**config.mk**
```make
export PLATFORM = sky130hd
export DESIGN_NAME = two_phase_strobe_gen
export DESIGN_NICKNAME = d
export VERILOG_FILES = /design/src/rtl/tps_pkg.sv /design/src/rtl/tps_delay_line.sv /design/src/rtl/tps_combiner.sv /design/src/rtl/tps_half_monitor.sv /design/src/rtl/two_phase_strobe_gen.sv
export SDC_FILE = /design/constraint.sdc
export NUM_CORES = 1
export LEC_CHECK = 0
export BUFFER_PORTS_ARGS = -buffer_cell sky130_fd_sc_hd__buf_2
export CAP_MARGIN = 15
export CORE_UTILIZATION = 50
export CTS_BUF_LIST = sky130_fd_sc_hd__clkbuf_2 sky130_fd_sc_hd__clkbuf_4 sky130_fd_sc_hd__clkbuf_8
export CTS_CLUSTER_SIZE = 24
export DETAILED_ROUTE_END_ITERATION = 10
export GPL_ROUTABILITY_DRIVEN = 0
export PLACE_DENSITY = 0.72
export REMOVE_ABC_BUFFERS = 1
export SETUP_SLACK_MARGIN = 0.4
export SYNTH_ARGS = -nofsm -noshare
export SYNTH_HDL_FRONTEND = slang
export SYNTH_SLANG_ARGS = --single-unit
```
**constraint.sdc**
```tcl
create_clock -name clk -period 2 [get_ports clk]
set_input_delay 0.3 -clock clk [delete_from_list [all_inputs] [get_ports clk]]
set_output_delay 0.3 -clock clk [all_outputs]
set_load 0.01 [all_outputs]
```
**src/rtl/tps_pkg.sv**
```systemverilog
package tps_pkg;
  typedef struct packed {
    logic lead;
    logic lag;
  } phase_pair_t;

  typedef struct packed {
    logic count;
    logic store;
  } strobe_pair_t;
endpackage

```
**src/rtl/tps_delay_line.sv**
```systemverilog
module tps_delay_line #(
  parameter int MAX_TAPS = 12,
  parameter int DLY_W    = 4
) (
  input  logic             clk,
  input  logic             rst_n,
  input  logic             lead_i,
  input  logic             load_i,
  input  logic [DLY_W-1:0] sel_i,
  output logic [DLY_W-1:0] taps_o,
  output logic             lag_o
);
  logic [MAX_TAPS-1:0] chain;
  logic [DLY_W-1:0]    sel_clamped;
  logic [DLY_W-1:0]    taps_q;

  generate
    for (genvar i = 0; i < MAX_TAPS; i++) begin : gen_stage
      if (i == 0) begin : gen_head
        always_ff @(posedge clk or negedge rst_n)
          if (!rst_n) chain[0] <= 1'b0;
          else        chain[0] <= lead_i;
      end else begin : gen_body
        always_ff @(posedge clk or negedge rst_n)
          if (!rst_n) chain[i] <= 1'b0;
          else        chain[i] <= chain[i-1];
      end
    end
  endgenerate

  always_comb begin
    if (sel_i == '0)                         sel_clamped = DLY_W'(1);
    else if (int'(sel_i) > MAX_TAPS)         sel_clamped = DLY_W'(MAX_TAPS);
    else                                     sel_clamped = sel_i;
  end

  always_ff @(posedge clk or negedge rst_n)
    if (!rst_n)      taps_q <= DLY_W'(1);
    else if (load_i) taps_q <= sel_clamped;

  always_comb begin
    lag_o = 1'b0;
    for (int k = 0; k < MAX_TAPS; k++)
      if (taps_q == DLY_W'(k + 1)) lag_o = chain[k];
  end

  assign taps_o = taps_q;

  AST_TAP_HOLD: assert property (@(posedge clk) disable iff (!rst_n)
    !load_i |=> $stable(taps_q));
endmodule

```
**src/rtl/tps_combiner.sv**
```systemverilog
module tps_combiner
  import tps_pkg::*;
(
  input  logic         clk,
  input  logic         rst_n,
  input  phase_pair_t  ph_i,
  output strobe_pair_t st_o
);
  always_comb begin
    st_o.count = ph_i.lead & ph_i.lag;
    st_o.store = ~ph_i.lead & ph_i.lag;
  end

  AST_WR_AFTER_ADD: assert property (@(posedge clk) disable iff (!rst_n)
    $rose(st_o.store) |-> $fell(st_o.count));
  AST_LAG_LOW_AT_FETCH: assert property (@(posedge clk) disable iff (!rst_n)
    $rose(ph_i.lead) |-> !ph_i.lag);
endmodule

```
**src/rtl/tps_half_monitor.sv**
```systemverilog
module tps_half_monitor #(
  parameter int MAX_TAPS = 12,
  parameter int DLY_W    = 4
) (
  input  logic             clk,
  input  logic             rst_n,
  input  logic             phase_i,
  input  logic             lead_i,
  input  logic [DLY_W-1:0] taps_i
);
  localparam int RUN_W = DLY_W + 1;
  localparam logic [RUN_W-1:0] RUN_SAT = RUN_W'(MAX_TAPS + 1);

  logic             toggle;
  logic             armed;
  logic [RUN_W-1:0] run_len;

  assign toggle = phase_i ^ lead_i;

  always_ff @(posedge clk or negedge rst_n) begin
    if (!rst_n) begin
      run_len <= '0;
      armed   <= 1'b0;
    end else if (toggle) begin
      run_len <= RUN_W'(1);
      armed   <= 1'b1;
    end else if (run_len != RUN_SAT) begin
      run_len <= run_len + RUN_W'(1);
    end
  end

  AST_HALF_EXCEEDS_DELAY: assert property (@(posedge clk) disable iff (!rst_n)
    (toggle && armed) |-> (run_len > {1'b0, taps_i}));
endmodule

```
**src/rtl/two_phase_strobe_gen.sv**
```systemverilog
module two_phase_strobe_gen
  import tps_pkg::*;
#(
  parameter int MAX_TAPS = 12,
  parameter int DLY_W    = $clog2(MAX_TAPS + 1)
) (
  input  logic             clk,
  input  logic             rst_n,
  input  logic             phase_in,
  input  logic [DLY_W-1:0] delay_sel,
  output logic             ph0_o,
  output logic             ph1_o,
  output logic             add_clk_o,
  output logic             wr_clk_o
);
  logic             ph0_q;
  logic             warm;
  logic             load;
  logic             lag;
  logic [DLY_W-1:0] taps;
  phase_pair_t      phases;
  strobe_pair_t     strobes;

  always_ff @(posedge clk or negedge rst_n) begin
    if (!rst_n) begin
      ph0_q <= 1'b0;
      warm  <= 1'b0;
    end else begin
      ph0_q <= phase_in;
      warm  <= 1'b1;
    end
  end

  assign load = phase_in & ~ph0_q;

  tps_delay_line #(.MAX_TAPS(MAX_TAPS), .DLY_W(DLY_W)) u_line (
    .clk(clk), .rst_n(rst_n), .lead_i(ph0_q), .load_i(load),
    .sel_i(delay_sel), .taps_o(taps), .lag_o(lag)
  );

  assign phases.lead = ph0_q;
  assign phases.lag  = lag;

  tps_combiner u_comb (
    .clk(clk), .rst_n(rst_n), .ph_i(phases), .st_o(strobes)
  );

  tps_half_monitor #(.MAX_TAPS(MAX_TAPS), .DLY_W(DLY_W)) u_mon (
    .clk(clk), .rst_n(rst_n), .phase_i(phase_in), .lead_i(ph0_q), .taps_i(taps)
  );

  assign ph0_o     = ph0_q;
  assign ph1_o     = lag;
  assign add_clk_o = strobes.count;
  assign wr_clk_o  = strobes.store;

  AST_PH0_LATENCY: assert property (@(posedge clk) disable iff (!rst_n)
    warm |=> (ph0_o == $past(phase_in)));
  AST_STROBES_APART: assert property (@(posedge clk) disable iff (!rst_n)
    $fell(ph1_o) |-> !ph0_o);
endmodule

```
==> flow_summary.json, run 1 <==
{
  "status": "finished with violations",
  "violations": "negative setup slack",
  "grt_pass1_vias": 418,
  "ios": 11,
  "reg2reg_from": "ph0_o$_DFF_PN0_",
  "drt_first_iter_violations": 2,
  "regArea_sq_um": 427,
  "fin_crit_sh": 1.08,
  "postRouteAntennaNets": 0,
  "synthCells": 53,
  "postLayoutSetupSlackWorst_ps": -166,
  "h-tree-depth": 1,
  "cts_sinks": 17,
  "multi_input_comb_area_sq_um": 245,
  "critPathKind": "reg -> out",
  "path_max_fanout": 5,
  "io_buffers": 10,
  "cp.arrival_ps": 1870,
  "grt_first_pass_wirelength_um": 1820,
  "cts_made_buffers": 3,
  "cp-start-kind": "register",
  "drv_cap": 0,
  "final_cells": 84,
  "via_per_inst": 5.11,
  "ir_drop_v": 0.000559,
  "maxSlewHeadroom": 0.754,
  "fill_cells": 92,
  "synth_seq_cells": 17,
  "p_leak_nw": 0.374,
  "diodes": 0,
  "final.min_clock_period_ps": 2170,
  "critPathCaptureType": "output port",
  "grt_max_degree": 18,
  "wl_per_cell_um": 13.4,
  "place_ws_ps": 59.5,
  "holdCritStartpoint": "phase_in",
  "ys_seq_area_frac": 0.629,
  "final_core_util": 0.686,
  "rsz0062_at_grt": "true",
  "yosysTopAreaCellShare": 0.590,
  "antenna_found_initial": 0,
  "firstDrtPassIters": 2,
  "cts_buffer_depth": 2,
  "final.setup.tns_ps": -387,
  "cts_tree": "done",
  "fin_skew_ps": 4.14,
  "core-area_sq_um": 1190,
  "worst_pin_slew_ps": 369,
  "slew_violations": 0,
  "finalSetupViolCount": 3,
  "power.density_nw_per_um2": 919,
  "netlist.top_cell.by_area": "dfrtp_1",
  "clk_latency_ps": 290,
  "die_area_sq_um": 1510,
  "crit_path_start": "u_line.taps_o[0]$_DFFE_PN1P_",
  "total_power_w": 0.000747,
  "hold_viol_final": 0,
  "fp.dieH_um": 38.8,
  "drc": 0,
  "drive_above_1_share": 0.429,
  "synth.area.top_cells": "dfrtp_1 (59%), mux2_2 (6.6%), dfstp_2 (3.9%)",
  "final_cell_mix": "dfrtp_1 (16), buf_2 (10), nor2_1 (5)",
  "synth_area_sq_um": 678,
  "fmax_mhz": 462,
  "synthToLayoutAreaGrowth_pct": 19.9,
  "final_common_cell": "dfrtp_1",
  "hpwl_um": 749,
  "grt-ovfl-total": 0,
  "hp-class": "in -> reg",
  "die_w_um": 38.8,
  "clk_root_buffer_cell": "clkbuf_4",
  "initial_core_util": 0.572,
  "drt-total-wl_um": 1130,
  "clk_pin_slew_ps": 100,
  "vias": 429,
  "placed_cells": 76,
  "synthDistinctLibCells": 20,
  "rows": 12,
  "nNetsFinal": 78,
  "avgSynthCellArea_sq_um": 12.8,
  "track_usage": 0.193,
  "worstPathRequired_ps": 1700,
  "yosysWarnings": 0
}
-- sequential cells by signal, summed over array words and instances (netlist names) --
signal / cells
ph0_o: 1
u_line.taps_o: 4
u_line.chain: 12
-- final timing paths --
check	slack, ps	cells after the start	end
setup / recovery	-170	7	wr_clk_o
hold / removal	120	1	ph0_o$_DFF_PN0_
setup reg to reg	910	2	u_line.taps_o[3]$_DFFE_PN0P_
hold reg to reg	380	0	u_line.chain[4]$_DFF_PN0_
max in group asynchronous	1250	2	u_line.taps_o[0]$_DFFE_PN1P_
min in group asynchronous	440	2	u_line.taps_o[1]$_DFFE_PN0P_
-- cell usage after synthesis --
| cell | n |
|---|---|
| nand2b_1 | 2 |
| mux2_2 | 4 |
| a21oi_1 | 3 |
| inv_1 | 2 |
| nor3_1 | 1 |
| dfstp_2 | 1 |
| nor2b_4 | 1 |
| buf_6 | 1 |
| and2b_1 | 1 |
| o22ai_1 | 2 |
| nor3_2 | 1 |
| and2_1 | 1 |
| nor2_1 | 5 |
| dfrtp_1 | 16 |
| o31ai_4 | 1 |
| a21oi_2 | 1 |
| nand2_1 | 5 |
| a211oi_2 | 1 |
| mux2i_1 | 1 |
| o21ai_0 | 3 |
-- timing repair --
| action | 4_1_cts | 5_1_grt |
|---|---|---|
| gates resized for setup | 4 | 2 |
| pin swaps | 1 | 2 |
| hold buffers | 1 | 0 |
| hold endpoints to repair | 16 | 0 |
| endpoints found under the setup margin | 3 | 3 |
| setup buffers | 3 | 0 |
-- metal layers --
layer  vias to the layer above  track usage  part of all wire  wire (um)
met4                         0       0.0517                 0          0
met5                         -            0                 0          0
met3                         0       0.0867             0.049         55
met2                        14        0.321              0.47        528
met1                       202        0.223              0.48        542
li1                        213            -                 -          -
-- cell families after synthesis --
logic type / after synthesis / share of synthesized area
buffers and inverters: 3 / 0.0277
muxes: 5 / 0.0812
and+or+nand+nor: 17 / 0.137
AOI/OAI and AO/OA: 11 / 0.125
DFF: 17 / 0.629
-- per-stage QoR --
stage	area (sq um)	hold slack, ps
detailed placement	734	233
global placement	734	225
floorplan	667	4.41
CTS	807	116
finish	813	122
global route	813	110
-- cell type report --
cell class	instances	share of cell area
clock buffer	4	0.0369
inverter	2	0.00923
multi-input combinational	33	0.302
sequential	17	0.525
tap	14	0.0215
timing repair buffer	14	0.106
-- critical path: stages, from the launching register on --
cell      delay (ps)
dfstp_2          590
buf_4            160
mux2i_1          200
nor2_1            60
o22ai_1          160
a211oi_2         110
and2b_1          170
buf_2            130
-- power breakdown --
| part | leakage [nW] | switching [W] | internal, W | total [W] |
|---|---|---|---|---|
| registers | 0.198 | 0.0000304 | 0.000370 | 0.000401 |
| clock network | 0.0184 | 0.000106 | 0.0000912 | 0.000197 |
| logic | 0.157 | 0.0000703 | 0.0000786 | 0.000149 |
Power figures use the tool's default switching activity.
==> run 2: changes to the inputs <==
- BUFFER_PORTS_ARGS: -buffer_cell sky130_fd_sc_hd__buf_2 -> unset
- DONT_BUFFER_PORTS: unset -> 1
- PLACE_DENSITY: 0.72 -> unset
==> flow_summary.json, run 2 (synthesis gave the netlist of run 1 again) <==
{
  "status": "finished with violations",
  "violations": "negative setup slack",
  "critPathCaptureType": "output port",
  "drv_cap": 0,
  "hp-class": "in -> reg",
  "synthToLayoutAreaGrowth_pct": 13.7,
  "rows": 12,
  "cp-start-kind": "register",
  "fmax_mhz": 470,
  "fill_cells": 91,
  "fin_crit_sh": 1.06,
  "reg2reg_from": "ph0_o$_DFF_PN0_",
  "postLayoutSetupSlackWorst_ps": -129,
  "clk_latency_ps": 290,
  "drive_above_1_share": 0.344,
  "finalSetupViolCount": 3,
  "reg2reg_slack_ps": 840,
  "cp-endpoint": "wr_clk_o",
  "regArea_sq_um": 427,
  "final_cells": 75,
  "ir_drop_v": 0.000581,
  "cpPeakStageDelay_ps": 620,
  "vias": 407,
  "hpwl_um": 820,
  "cp.arrival_ps": 1830,
  "cts_tree": "done",
  "slew_violations": 0,
  "largest-register": "u_line.chain",
  "h-tree-depth": 1,
  "fin_skew_ps": 1.93,
  "worst_pin_slew_ps": 743,
  "maxSlewHeadroom": 0.503,
  "multi_input_comb_area_sq_um": 245,
  "placed_cells": 67,
  "firstDrtPassIters": 1,
  "postRouteAntennaNets": 0,
  "diodes": 0,
  "via_per_inst": 5.43,
  "clk_root_buffer_cell": "clkbuf_4",
  "final_common_cell": "dfrtp_1",
  "cts_made_buffers": 3,
  "final.min_clock_period_ps": 2130,
  "critPathSlowestCell": "dfstp_2",
  "grt_first_pass_wirelength_um": 1990,
  "ios": 11,
  "crit_path_start": "u_line.taps_o[0]$_DFFE_PN1P_",
  "drt-total-wl_um": 1150,
  "rsz0062_at_grt": "true",
  "worstPathRequired_ps": 1700,
  "core-area_sq_um": 1190,
  "cts_sinks": 17,
  "drc": 0,
  "hold_viol_final": 0,
  "track_usage": 0.207,
  "antenna_found_initial": 0,
  "p_leak_nw": 0.338,
  "die_area_sq_um": 1510,
  "nNetsFinal": 69,
  "place_ws_ps": 148,
  "clk_pin_slew_ps": 100,
  "path_max_fanout": 7,
  "initial_core_util": 0.572,
  "drt_first_iter_violations": 0,
  "grt_pass1_vias": 472,
  "io_buffers": 0,
  "grt_max_degree": 18,
  "final.setup.tns_ps": -318,
  "wl_per_cell_um": 15.4,
  "grt-ovfl-total": 0,
  "final_cell_mix": "dfrtp_1 (16), nor2_1 (5), nand2_1 (5), mux2_2 (4), clkbuf_4 (4)",
  "cts_buffer_depth": 2,
  "r2r-end": "u_line.taps_o[3]$_DFFE_PN0P_",
  "power.density_nw_per_um2": 961,
  "die_w_um": 38.8,
  "timing.hold.ws_ps": 28.8,
  "fp.dieH_um": 38.8,
  "cp.depth": 5,
  "path_cells": "buf_4 -> mux2_2 -> o22ai_2 -> a211oi_2 -> and2b_1",
  "critPathTopFamily": "flip-flops",
  "largest_register_ffs": 12,
  "critical_path_buf_inv_count": 1,
  "reg2regPathDepth": 2,
  "critPathKind": "reg -> out"
}
[run 2: cell count changes in the layout (fill, tap and decap cells not counted)]
cell,before,now
buf_4,2,3
and2_1,1,0
and2_4,0,1
nand2_1,4,5
buf_2,10,0
nand2_2,1,0
[run 2: final cells by class]
class                   instances  area share
flip-flops and latches         17       0.554
repair buffers                  5      0.0568
inverters                       2     0.00974
well taps                      14      0.0227
multi-input cells              33       0.318
clock buffers                   4      0.0390
[run 2: worst min path at each step]
stage,start,to,slack (ps),depth (start not counted)
2_1_floorplan,rst_n,ph0_o$_DFF_PN0_,4,0
3_3_place_gp,rst_n,u_line.chain[6]$_DFF_PN0_,5,0
3_5_place_dp,rst_n,u_line.chain[5]$_DFF_PN0_,5,0
4_1_cts,phase_in,ph0_o$_DFF_PN0_,30,0
5_1_grt,phase_in,ph0_o$_DFF_PN0_,7,0
6_report,phase_in,ph0_o$_DFF_PN0_,30,0
[run 2: timing repair]
| item | in CTS | in global routing |
|---|---|---|
| endpoints found under the hold margin | 17 | 0 |
| buffers inserted | 3 | 0 |
| hold buffers | 1 | 0 |
| endpoints found under the setup margin | 3 | 3 |
| gates cloned | 0 | 0 |
| pin swaps | 2 | 2 |
| gates resized for setup | 4 | 1 |
[run 2: through the flow]
step | area, sq um | total power [W] | util
floorplan | 667 | 0.000486 | -
global placement | 692 | 0.000512 | 0.583
detailed placement | 692 | 0.000517 | 0.583
CTS | 767 | 0.000743 | 0.647
global route | 771 | 0.000777 | 0.650
finish | 771 | 0.000740 | 0.650
[run 2: metal layers]
layer	part of all wire	GRT usage	up-vias
li1	-	-	196
met1	0.41	0.210	199
met2	0.53	0.383	12
met3	0.060	0.0867	0
met4	0	0.0517	0
met5	0	0	-
[run 2: power breakdown]
| group | internal [W] | leakage (nW) | total [W] | switching, W |
|---|---|---|---|---|
| logic | 0.0000749 | 0.122 | 0.000138 | 0.0000629 |
| registers | 0.000370 | 0.198 | 0.000404 | 0.0000331 |
| clock network | 0.0000911 | 0.0184 | 0.000199 | 0.000108 |
==> run 3: changes to the inputs <==
- SETUP_SLACK_MARGIN: 0.4 -> unset
- SLEW_MARGIN: unset -> 20
- SYNTH_HIERARCHICAL: unset -> 1
==> flow_summary.json, run 3 <==
{
  "die_area_sq_um": 1490,
  "synth_edf_count": 0,
  "via_per_inst": 5.44,
  "yosysWarnings": 6,
  "die_w_um": 38.6,
  "worst_pin_slew_ps": 709,
  "placed_cells": 63,
  "slew_violations": 0,
  "yosysMostFrequentCell": "dfrtp_1",
  "antenna_found_initial": 0,
  "cts_buffer_depth": 2,
  "vias": 370,
  "largest-register": "u_line/chain",
  "postLayoutSetupSlackWorst_ps": -177,
  "synth_common_cells": "dfrtp_1 (16), mux2i_1 (5), nand2_1 (3), nor3_1 (3)",
  "maxSlewHeadroom": 0.526,
  "status": "finished with violations",
  "finalSetupViolCount": 3,
  "synth_top_family_by_area": "multiplexers",
  "rows": 12,
  "drt_first_iter_violations": 4,
  "synth_seq_cells": 17,
  "ios": 11,
  "nNetsFinal": 62,
  "netlist.top_cell.by_area": "dfrtp_1",
  "fp.dieH_um": 38.6,
  "fin_skew_ps": 15.1,
  "fmax_mhz": 459,
  "critPathKind": "reg -> out",
  "path_max_fanout": 4,
  "synth_mux_area_frac": 0.131,
  "wl_per_cell_um": 15.3,
  "cp-start-kind": "register",
  "drive_above_1_share": 0.296,
  "clk_root_buffer_cell": "clkbuf_4",
  "avgSynthCellArea_sq_um": 13.6,
  "yosysTopAreaCellShare": 0.599,
  "firstDrtPassIters": 2,
  "power.density_nw_per_um2": 950,
  "h-tree-depth": 1,
  "clk_pin_slew_ps": 80,
  "final_cells": 68,
  "final_cell_mix": "dfrtp_1 (16), mux2i_1 (5), clkbuf_4 (4), nand2_1 (3), nor3_1 (3)",
  "postRouteAntennaNets": 0,
  "synth_xor_area_frac": 0,
  "synth_area_sq_um": 668,
  "yosys.area_share.simple": 0.120,
  "violations": "negative setup slack",
  "largest_register_ffs": 12,
  "p_leak_nw": 0.337,
  "io_buffers": 0,
  "worstPathRequired_ps": 1700,
  "critPathCaptureType": "output port",
  "synthDistinctLibCells": 22,
  "synth_ff_type": "dfrtp_1",
  "synthToLayoutAreaGrowth_pct": 9.18,
  "synth_compound_area_frac": 0.0749,
  "diodes": 0,
  "initial_core_util": 0.571,
  "ir_drop_v": 0.000471,
  "drt-total-wl_um": 1040,
  "final_common_cell": "dfrtp_1",
  "grt_first_pass_wirelength_um": 1670,
  "synth.area.top_cells": "dfrtp_1 (60%), mux2i_1 (7.5%), dfstp_2 (3.9%)",
  "final.min_clock_period_ps": 2180,
  "cp.arrival_ps": 1880,
  "cts_tree": "done",
  "grt_pass1_vias": 388,
  "synthCells": 49,
  "drv_cap": 0,
  "grt-ovfl-total": 0,
  "hpwl_um": 761,
  "final_core_util": 0.623,
  "rsz0062_at_grt": "true",
  "async_flop_share": 1.00,
  "cts_sinks": 17,
  "hp-class": "in -> reg",
  "track_usage": 0.171,
  "hold_viol_final": 0,
  "cts_made_buffers": 3,
  "drc": 0,
  "clk_latency_ps": 290,
  "core-area_sq_um": 1170,
  "synthAdderAreaFrac": 0,
  "grt_max_degree": 18,
  "ys_seq_area_frac": 0.639,
  "fin_crit_sh": 1.09
}
-- run 3: changes by cell type after synthesis, sizes merged, moves of 2 or more --
cell | previous run | this run
o22ai | 2 | 0
nand2 | 5 | 3
nand2b | 2 | 0
nand3 | 0 | 2
a21oi | 4 | 0
mux2i | 1 | 5
nor2 | 5 | 2
-- run 3: logic make-up (layout without fill, tap and decap cells) --
family	after synthesis	count (layout)
AOI/OAI and AO/OA	6	6
and+or+nand+nor	14	14
muxes	8	8
DFF	17	17
buffers and inverters	4	9
-- run 3: power breakdown --
part,switching (W),internal [W]
sequential,0.0000293,0.000371
combinational,0.0000464,0.0000548
clock,0.000101,0.0000910
-- run 3: path summary, 6_finish.rpt --
path | slack, ps | from | cells past startpoint | end
worst max-delay path | -180 | u_line/taps_o[0]$_DFFE_PN1P_ | 5 | wr_clk_o
worst min-delay path | 50 | phase_in | 0 | ph0_o$_DFF_PN0_
worst max register to register | 870 | ph0_o$_DFF_PN0_ | 2 | u_line/taps_o[3]$_DFFE_PN0P_
worst min register to register | 370 | u_line/chain[5]$_DFF_PN0_ | 0 | u_line/chain[6]$_DFF_PN0_
max in group asynchronous | 1040 | rst_n | 1 | ph0_o$_DFF_PN0_
min in group asynchronous | 490 | rst_n | 1 | u_line/chain[9]$_DFF_PN0_
-- run 3: worst max-delay path, cell delays in order, from the launching register on --
cell      delay (ps)
dfstp_2          590
mux2_4           300
or3_4            320
o211ai_2          70
o21ai_2           80
and2b_2          230
-- run 3: repair_timing --
action                     CTS  global route
setup buffers                0             0
gates resized for setup      0             1
hold buffers                 1             0
setup endpoints to repair    3             3
hold endpoints to repair    17             0
-- run 3: per-layer routing --
| layer | global-route usage | wire (um) | up-vias |
|---|---|---|---|
| li1 | - | - | 178 |
| met1 | 0.222 | 489 | 186 |
| met2 | 0.275 | 511 | 6 |
| met3 | 0.0872 | 39 | 0 |
| met4 | 0 | 0 | 0 |
| met5 | 0 | 0 | - |
-- run 3: per-stage QoR --
stage	area, sq um	TNS (ps)	hold WS, ps	power (W)	worst slack [ps]
detailed placement	684	0	4.78	0.000498	128
finish	729	-432	45.2	0.000693	-177
floorplan	652	0	4.41	0.000468	105
global route	729	-659	16.2	0.000728	-254
CTS	724	-457	34.6	0.000694	-187
global placement	684	0	4.77	0.000496	145
-- run 3: layout make-up --
type                       instances  area (sq um)
fill                             103           442
sequential                        17           427
multi-input combinational         28           223
clock buffer                       4          30.0
timing repair buffer               3          25.0
tap                               14          17.5
inverter                           2          7.51
